**src/rtl/fos_pkg.sv**
```systemverilog
package fos_pkg;

    typedef enum logic [1:0] {
        DIR_NONE = 2'b00,
        DIR_IN   = 2'b01,
        DIR_OUT  = 2'b10,
        DIR_RSVD = 2'b11
    } xfer_dir_e;

    typedef struct packed {
        logic page;
        logic sup;
    } verdict_t;

    localparam int unsigned LANES_SINGLE = 1;
    localparam int unsigned LANES_DUAL   = 2;
    localparam int unsigned LANES_QUAD   = 4;

    // Lane count belongs to the set a page path can drive (1, 2 or 4)
    function automatic logic std_lanes(input int unsigned n);
        return (n == LANES_SINGLE) || (n == LANES_DUAL) || (n == LANES_QUAD);
    endfunction

endpackage

```
**src/rtl/fos_read_rule.sv**
```systemverilog
module fos_read_rule
    import fos_pkg::*;
#(
    parameter int LANE_W        = 3,
    parameter int DBYTE_W       = 4,
    parameter int MAX_DUMMY_CYC = 15
) (
    input  logic [LANE_W-1:0]  addr_lanes,
    input  logic [LANE_W-1:0]  dummy_lanes,
    input  logic [DBYTE_W-1:0] dummy_bytes,
    input  logic [LANE_W-1:0]  data_lanes,
    output logic               ok
);
    localparam int CYC_W = DBYTE_W + 3;

    logic [CYC_W-1:0] dummy_bits;
    logic [CYC_W-1:0] divisor;
    logic [CYC_W-1:0] dummy_cyc;
    logic             dummy_ok;
    logic             lanes_ok;

    always_comb begin
        dummy_bits = {dummy_bytes, 3'b000};
        // A zero divisor is replaced; that case is rejected separately
        divisor    = (dummy_lanes == '0) ? CYC_W'(1)
                                         : {{(CYC_W-LANE_W){1'b0}}, dummy_lanes};
        dummy_cyc  = dummy_bits / divisor;
        if (dummy_bytes == '0)
            dummy_ok = 1'b1;
        else if (dummy_lanes == '0)
            dummy_ok = 1'b0;
        else
            dummy_ok = (dummy_cyc <= CYC_W'(MAX_DUMMY_CYC));
    end

    always_comb begin
        if (int'(addr_lanes) == LANES_QUAD)
            lanes_ok = (int'(data_lanes) == LANES_QUAD);
        else if (int'(addr_lanes) == LANES_DUAL)
            lanes_ok = (int'(data_lanes) == LANES_DUAL);
        else if (int'(addr_lanes) == LANES_SINGLE)
            lanes_ok = std_lanes(int'(data_lanes));
        else
            lanes_ok = 1'b0;
    end

    assign ok = dummy_ok && lanes_ok;

endmodule

```
**src/rtl/fos_write_rule.sv**
```systemverilog
module fos_write_rule
    import fos_pkg::*;
#(
    parameter int LANE_W  = 3,
    parameter int DBYTE_W = 4
) (
    input  logic [LANE_W-1:0]  addr_lanes,
    input  logic [DBYTE_W-1:0] dummy_bytes,
    input  logic [LANE_W-1:0]  data_lanes,
    output logic               ok
);
    logic data_ok;

    assign data_ok = (int'(data_lanes) == LANES_SINGLE) ||
                     (int'(data_lanes) == LANES_QUAD);
    assign ok = (dummy_bytes == '0) &&
                (int'(addr_lanes) == LANES_SINGLE) &&
                data_ok;

endmodule

```
**src/rtl/fos_plain_rule.sv**
```systemverilog
module fos_plain_rule
    import fos_pkg::*;
#(
    parameter int LANE_W = 3,
    parameter int NPH    = 3
) (
    input  logic [NPH-1:0]             present,
    input  logic [NPH-1:0][LANE_W-1:0] lanes,
    output logic                       ok
);
    logic [NPH-1:0] phase_ok;

    for (genvar p = 0; p < NPH; p++) begin : g_phase
        assign phase_ok[p] = !present[p] || (int'(lanes[p]) == LANES_SINGLE);
    end

    assign ok = &phase_ok;

endmodule

```
**src/rtl/flash_op_screen.sv**
```systemverilog
module flash_op_screen
    import fos_pkg::*;
#(
    parameter int LANE_W          = 3,
    parameter int ABYTE_W         = 3,
    parameter int DBYTE_W         = 4,
    parameter int DLEN_W          = 16,
    parameter int PAGE_ADDR_BYTES = 2,
    parameter int MAX_DUMMY_CYC   = 15
) (
    input  logic               clk,
    input  logic               rst,
    input  logic               op_valid,
    input  logic [LANE_W-1:0]  cmd_lanes,
    input  logic [LANE_W-1:0]  addr_lanes,
    input  logic [ABYTE_W-1:0] addr_bytes,
    input  logic [LANE_W-1:0]  dummy_lanes,
    input  logic [DBYTE_W-1:0] dummy_bytes,
    input  logic [LANE_W-1:0]  data_lanes,
    input  logic [DLEN_W-1:0]  data_len,
    input  logic [1:0]         data_dir,
    output logic               done,
    output logic               page_op,
    output logic               supported
);
    localparam int NPH = 3;

    xfer_dir_e dir;
    logic      rd_ok;
    logic      wr_ok;
    logic      plain_ok;
    logic      addr_shape_ok;
    verdict_t  next_v;
    verdict_t  held_v;

    logic [NPH-1:0]             ph_present;
    logic [NPH-1:0][LANE_W-1:0] ph_lanes;

    assign dir = xfer_dir_e'(data_dir);

    fos_read_rule #(
        .LANE_W        (LANE_W),
        .DBYTE_W       (DBYTE_W),
        .MAX_DUMMY_CYC (MAX_DUMMY_CYC)
    ) u_read (
        .addr_lanes  (addr_lanes),
        .dummy_lanes (dummy_lanes),
        .dummy_bytes (dummy_bytes),
        .data_lanes  (data_lanes),
        .ok          (rd_ok)
    );

    fos_write_rule #(
        .LANE_W  (LANE_W),
        .DBYTE_W (DBYTE_W)
    ) u_write (
        .addr_lanes  (addr_lanes),
        .dummy_bytes (dummy_bytes),
        .data_lanes  (data_lanes),
        .ok          (wr_ok)
    );

    assign ph_present = {(data_len != '0), (dummy_bytes != '0), (addr_bytes != '0)};
    assign ph_lanes   = {data_lanes, dummy_lanes, addr_lanes};

    fos_plain_rule #(
        .LANE_W (LANE_W),
        .NPH    (NPH)
    ) u_plain (
        .present (ph_present),
        .lanes   (ph_lanes),
        .ok      (plain_ok)
    );

    assign addr_shape_ok = (addr_bytes == ABYTE_W'(PAGE_ADDR_BYTES)) &&
                           std_lanes(int'(addr_lanes));

    always_comb begin
        unique case (dir)
            DIR_IN:  next_v.page = addr_shape_ok && rd_ok;
            DIR_OUT: next_v.page = addr_shape_ok && wr_ok;
            default: next_v.page = 1'b0;
        endcase
        next_v.sup = (int'(cmd_lanes) == LANES_SINGLE) && (next_v.page || plain_ok);
    end

    always_ff @(posedge clk) begin
        if (rst) begin
            held_v <= '0;
            done   <= 1'b0;
        end else begin
            done <= op_valid;
            if (op_valid)
                held_v <= next_v;
        end
    end

    assign page_op   = held_v.page;
    assign supported = held_v.sup;

endmodule

```
**config.mk**
```make
export PLATFORM = sky130hd
export DESIGN_NAME = flash_op_screen
export DESIGN_NICKNAME = d
export VERILOG_FILES = /design/src/rtl/fos_pkg.sv /design/src/rtl/fos_read_rule.sv /design/src/rtl/fos_write_rule.sv /design/src/rtl/fos_plain_rule.sv /design/src/rtl/flash_op_screen.sv
export SDC_FILE = /design/constraint.sdc
export NUM_CORES = 1
export LEC_CHECK = 0
export ABC_AREA = 1
export BUFFER_PORTS_ARGS = -buffer_cell sky130_fd_sc_hd__buf_2
export CAP_MARGIN = 15
export CELL_PAD_IN_SITES_DETAIL_PLACEMENT = 1
export CELL_PAD_IN_SITES_GLOBAL_PLACEMENT = 1
export CORE_MARGIN = 5
export CORE_UTILIZATION = 24
export CTS_CLUSTER_SIZE = 16
export DETAILED_ROUTE_END_ITERATION = 7
export PLACE_DENSITY_LB_ADDON = 0.05
export SETUP_SLACK_MARGIN = 0.4
export SYNTH_ARGS = -nofsm -noshare
export SYNTH_HDL_FRONTEND = slang
export SYNTH_SLANG_ARGS = --single-unit
```
**constraint.sdc**
```tcl
create_clock -name clk -period 3.4 [get_ports clk]
set_input_delay 0.17 -clock clk [delete_from_list [all_inputs] [get_ports clk]]
set_output_delay 0.17 -clock clk [all_outputs]
set_load 0.05 [all_outputs]
```
==> results_dict.tcl, run 1 <==
set metrics [dict create \
    clk_latency_ns 0.23 \
    crit_type "in -> reg" \
    drv_slew 0 \
    top_layer "met4" \
    cp_max_fo 3 \
    fin_skew_ns 0 \
    rsz0062_at_grt "no" \
    wl_met1_um 713 \
    synth_area_leaders "inv_1 16%, dfxtp_1 12%, ha_1 9.8%" \
    overflow 0 \
    hold_slack_ns 0.133 \
    worstPathRequired_ns 3.56 \
    root_buffer "clkbuf_4" \
    grt_usage_pct 11.9 \
    cp_num_buf_inv 3 \
    r2r_start "page_op" \
    cts.reportedPaths.clkPinSlew_ns 0.04 \
    htree_num_levels 1 \
    die_area_um2 3160 \
    cts_tree "built" \
    startpoint_type "input port" \
    synth_edf_count 0 \
    area_growth_pct 52.8 \
    critPathCapture "supported" \
    start_util_pct 25.6 \
    p_clk_share_pct 35.2 \
    nFillCells 299 \
    drt-initial-drc-count 7 \
    synth_nets 130 \
    synth-seq-cells 3 \
    p_leak_nw 0.446 \
    synth-async-reset-ratio_pct 0 \
    numPortBuffers 42 \
    r2r_slack_ns 2.79 \
    wirelength_mm 1.82 \
    ys_types 21 \
    place_ws_ns 1.02 \
    p_switching_mw 0.0658 \
    cp.arrival_ns 2.28 \
    synth_fa_ha_area_share_pct 9.78 \
    cp.depth 21 \
    grt_max_degree 5 \
    status "completed" \
    fin_crit_ns 2.12 \
    yosys.area.top_type "inv_1" \
    combPwrFrac_pct 44.8 \
    routed-via-count 741 \
    remaining_drc_errors 0 \
    powerDensity_nw_per_um2 235 \
    synth_top_area_share_pct 16.1 \
    end_kind "flop" \
    syn-mean-instance-area_um2 5.95 \
    post-cts-setup-buffers 0 \
    cts_hold_buf 0 \
    synth.most_common_cell "inv_1" \
    syn_area_um2 512 \
    muxShareOfSynthArea_pct 0 \
    synth_compound_area_share_pct 20.3 \
    wl_met2_um 869 \
    ys.flop_type "dfxtp_1" \
    finalCritPeriodShare_pct 62.4 \
    crit_chain "buf_2 > nor2_1 > nor2_1 > ha_1 > nand2_1 > nand2_1 > nand2_2 > nand2_1 > nand2_1 > inv_1 > ha_1 > nand2_2 > nand2_2 > nand2_2 > nand2_2 > o21a_1 > inv_1 > nand2_1 > o21ai_0 > nand3_1 > o21ai_0" \
    syn_inst 86 \
    yosys-top-cells-count "22 x inv_1, 10 x nand2_1, 7 x nand2_2, 7 x nor2_1, 7 x o21ai_0" \
    maxCapViolations 0 \
    viasPerCell 4.66 \
    diodes 0 \
    ant_nets 0 \
    ios 43 \
    worstHoldPathType "in -> reg" \
    yosys.area_share.simple_pct 42.1 \
    internal_power_mw 0.118 \
    timing.slew.headroom_pct 83.1 \
    fin_setup_tns_ns 0 \
    dr_wl_met3_um 211 \
    gp_congestion 0.789 \
    ff2ff_path_depth 2 \
    holdPathStages 2 \
    dpl-instance-area_um2 756 \
    final_cell_area_um2 782 \
    fp-row-count 16 \
    worstReg2RegEnd "page_op" \
    worst_pin_slew_ns 0.251 \
    fin_nets 177 \
    post_cts_resized 0 \
    finalWorstSetupSlack_ns 1.28 \
    hpwl_mm 1.65 \
    core_area_um2 2000 \
    fmax_ghz 0.471 \
    synth_top_family_by_area "simple AND/OR/NAND/NOR gates" \
    chipWidth_um 56.2 \
    clock-sinks 3 \
    multi_input_area_um2 369 \
    synth-xor-area-share_pct 0 \
    clock_path_buffers 2 \
    antenna_found_initial 0 \
    cts_buffers 3 \
    regArea_um2 60.1 \
    seq_power_share_pct 20.1 \
    cp-startpoint "dummy_lanes[2]" \
    grt_pass1_wl_mm 3.09 \
    peakVddDrop_mv 0.112 \
    die_y_um 56.2 \
    power.total_mw 0.184 \
    cp_top_family "simple AND/OR/NAND/NOR gates" \
    dr.pass1.iters 2 \
    wire_per_inst_um 11.4 \
    hold_violations 0 \
    final-setup-viol-count 0 \
    cp_slowest_stage_delay_ns 0.31 \
    final_util_pct 39.1 \
    dp.cells 155 \
    synth_warnings 0 \
    swShare_pct 35.8 \
    finalNonFillerCells 159 \
    worst_path_max_delay_cell "ha_1" \
    synth-seq-area-share_pct 11.7 \
    grt_pass1_vias 772 \
    layout-drive-gt1-share_pct 40.9 \
]
-- layout make-up --
cell class	count	area share (%)
clock buffers	4	3.36
inverters	22	10.6
multi-input cells	61	47.2
flip-flops and latches	3	7.68
well taps	27	4.32
repair buffers	42	26.9
-- power groups by stage --
stage	Combinational, mW	Clock (mW)	Sequential [mW]
4_1_cts	0.0838	0.0666	0.0369
3_3_place_gp	0.0797	0	0.0375
6_report	0.0822	0.0646	0.0369
3_5_place_dp	0.0829	0	0.0375
2_1_floorplan	0.0424	0	0.0419
5_1_grt	0.0927	0.0679	0.0370
-- cells by family after synthesis --
family	count (synthesis)
simple gates	42
flops	3
fa+ha+maj	4
compound gates	15
buf+inv	22
-- state kept, by name, summed over array words and instances (netlist names) --
signal	cells
supported	1
done	1
page_op	1
-- worst min-delay path by stage --
stage | endpoint | start | slack (ns)
floorplan | page_op | rst | 0.25
global placement | page_op | rst | 0.37
detailed placement | page_op | rst | 0.37
CTS | page_op | rst | 0.13
global route | page_op | rst | 0.14
finish | page_op | rst | 0.13
-- cells in the final DEF, fill, tap and decap left out, types with 4 or more instances in the layout --
master	count
buf_2	42
nand3_1	4
nor4_1	4
nor3_1	5
nand2_1	10
nor2_1	7
inv_1	22
o21ai_0	7
ha_1	4
nand2_2	7
-- worst reg2reg max path: stages, from the launching register on --
cell      delay [ns]
dfxtp_1         0.31
nor2_1          0.05
a211oi_1        0.16
-- routing by layer --
metal  global-route usage [%]  up-vias
met5                        0        -
met4                     4.07        0
met3                     4.87        5
met2                     22.2       33
met1                     11.6      325
li1                         -      378
(Power assumes the default switching activity.)
==> inputs of run 2 (changes only) <==
--- a/config.mk
+++ b/config.mk
@@ -5,13 +5,13 @@
 export SDC_FILE = /design/constraint.sdc
 export NUM_CORES = 1
 export LEC_CHECK = 0
-export ABC_AREA = 1
+export ABC_AREA = 0
 export BUFFER_PORTS_ARGS = -buffer_cell sky130_fd_sc_hd__buf_2
 export CAP_MARGIN = 15
 export CELL_PAD_IN_SITES_DETAIL_PLACEMENT = 1
 export CELL_PAD_IN_SITES_GLOBAL_PLACEMENT = 1
 export CORE_MARGIN = 5
-export CORE_UTILIZATION = 24
+export CORE_UTILIZATION = 22
 export CTS_CLUSTER_SIZE = 16
 export DETAILED_ROUTE_END_ITERATION = 7
 export PLACE_DENSITY_LB_ADDON = 0.05
==> constraint.sdc (replaced) <==
create_clock -name clk -period 2 [get_ports clk]
set_input_delay 0.1 -clock clk [delete_from_list [all_inputs] [get_ports clk]]
set_output_delay 0.1 -clock clk [all_outputs]
set_load 0.05 [all_outputs]
==> run 2 against run 1 <==
  * Clock power rose by 70%
  * Sequential power rose by 67%
  * Die area rose by 1.1%
  * Flip-flop and latch count did not move
  * Critical path type unchanged
==> results_dict.tcl, run 2 <==
set metrics [dict create \
    status "completed" \
    maxCapViolations 0 \
    synth-async-reset-ratio_pct 0 \
    grt_pass1_vias 725 \
    final_util_pct 42.7 \
    synth_area_leaders "dfxtp_1 13%, ha_1 11%, nor4b_1 7.4%" \
    dpl-instance-area_um2 788 \
    hpwl_mm 1.60 \
    htree_num_levels 1 \
    die_area_um2 3190 \
    remaining_drc_errors 0 \
    viasPerCell 4.93 \
    gp_congestion 0.698 \
    crit_type "in -> reg" \
    synth_top_area_share_pct 12.6 \
    fin_setup_tns_ns 0 \
    synth_edf_count 0 \
    timing.slew.headroom_pct 79.8 \
    final-setup-viol-count 0 \
    final_cell_mix "40 x buf_2, 7 x nor2_1, 7 x buf_4, 6 x inv_1, 5 x a21oi_1" \
    antenna_found_initial 0 \
    ios 43 \
    syn_inst 67 \
    p_leak_nw 0.403 \
    routed-via-count 724 \
    rsz0062_at_grt "yes" \
    startpoint_type "input port" \
    grt_pass1_wl_mm 2.99 \
    cts_tree "built" \
    fin_crit_ns 1.90 \
    core_area_um2 2000 \
    chipWidth_um 56.5 \
    nFillCells 271 \
    clk_latency_ns 0.23 \
    fmax_ghz 0.525 \
    yosys-top-cells-count "7 x nor2_1, 6 x inv_1, 5 x a21oi_1" \
    drv_slew 0 \
    diodes 0 \
    clock-sinks 3 \
    ant_nets 0 \
    clock_path_buffers 2 \
    worstPathRequired_ns 2.16 \
    root_buffer "clkbuf_4" \
    multi_input_area_um2 437 \
    synth_warnings 0 \
    overflow 0 \
    wirelength_mm 1.84 \
    layout-drive-gt1-share_pct 47.5 \
    area_growth_pct 79.7 \
    worstHoldPathType "in -> reg" \
    cts_hold_buf 0 \
    synth-seq-area-share_pct 12.6 \
    hold_violations 0 \
    finalCritPeriodShare_pct 95.2 \
    start_util_pct 23.8 \
    syn_area_um2 475 \
    die_y_um 56.5 \
    grt_usage_pct 11.2 \
    end_kind "flop" \
    fin_skew_ns 0 \
    syn-mean-instance-area_um2 7.10 \
    peakVddDrop_mv 0.293 \
    grt_max_degree 7 \
    synth_nets 111 \
    drt-initial-drc-count 7 \
    worst_pin_slew_ns 0.299 \
    ys_types 30 \
    regArea_um2 60.1 \
    cts_buffers 3 \
    synth.most_common_cell "nor2_1" \
    numPortBuffers 42 \
    fin_nets 165 \
    final_cell_area_um2 855 \
    synth-seq-cells 3 \
    cts.reportedPaths.clkPinSlew_ns 0.04 \
    ys.flop_type "dfxtp_1" \
    cp.arrival_ns 2.07 \
    powerDensity_nw_per_um2 368 \
    fp-row-count 16 \
    yosys.area.top_type "dfxtp_1" \
    dr.pass1.iters 2 \
    wire_per_inst_um 12.5 \
    cp_max_fo 4 \
    mostFrequentLayoutCell "buf_2" \
]
[run 2: stage by stage]
step	cells	hold WS, ns	setup WS [ns]	total power, mW
2_1_floorplan	67	0.169	0.0197	0.129
3_3_place_gp	141	0.294	-0.175	0.196
6_report	147	0.0510	0.0956	0.315
4_1_cts	146	0.0501	-0.0227	0.314
5_1_grt	147	0.0542	-0.0235	0.340
3_5_place_dp	141	0.298	-0.273	0.199
[run 2: cell type report]
class                      count  area share [%]
inverter                       6            2.64
clock buffer                   4            3.07
timing repair buffer          49            32.2
sequential                     3            7.03
multi-input combinational     58            51.1
tap                           27            3.95
[run 2: logic make-up (layout without fill, tap and decap cells)]
kind of cell,after synthesis,in the layout,share of synthesized area (%)
multiplexers,2,2,4.21
AND/OR/NAND/NOR,31,31,37.6
adder cells (fa/ha/maj),4,4,10.5
AO/OA/AOI/OAI,20,20,28.4
XOR/XNOR,1,1,1.84
flip-flops,3,3,12.6
buffers and inverters,6,59,4.74
[run 2: where the power goes]
group | total, mW | internal (mW) | leakage (nW) | switching [mW]
Combinational | 0.144 | 0.0782 | 0.363 | 0.0656
Clock | 0.110 | 0.0750 | 0.0150 | 0.0346
Sequential | 0.0615 | 0.0613 | 0.0244 | 0.000206
Total | 0.315 | 0.214 | 0.403 | 0.100
[run 2: critical path, cell delays in order]
cell and delay (ns):
buf_6 0.09, o21a_4 0.21, ha_4 0.28, o221ai_2 0.10, a22o_1 0.21, ha_4 0.22, a21oi_1 0.12, o21ai_1 0.08
nand2_1 0.07, o211ai_1 0.09, a211oi_2 0.22, o2111ai_1 0.15, a21oi_1 0.14
[run 2: what timing repair did]
item / 4_1_cts / 5_1_grt
setup buffers: 1 / 1
pin swaps: 10 / 5
gates resized for setup: 2 / 1
setup endpoints to repair: 2 / 2
[run 2: final timing paths]
check | from | end | slack, ns | cells after the start
setup / recovery | dummy_lanes[2] | supported | 0.1 | 13
hold / removal | rst | page_op | 0.05 | 2
setup reg to reg | page_op | page_op | 1.41 | 2
hold reg to reg | supported | supported | 0.48 | 2
[run 2: layer usage]
metal | vias up | share of wire (%) | track usage, %
met1 | 331 | 42 | 12.6
met2 | 26 | 49 | 21.1
met4 | 0 | 0.93 | 3.05
met3 | 2 | 7.7 | 2.06
li1 | 365 | - | -
met5 | - | 0 | 0
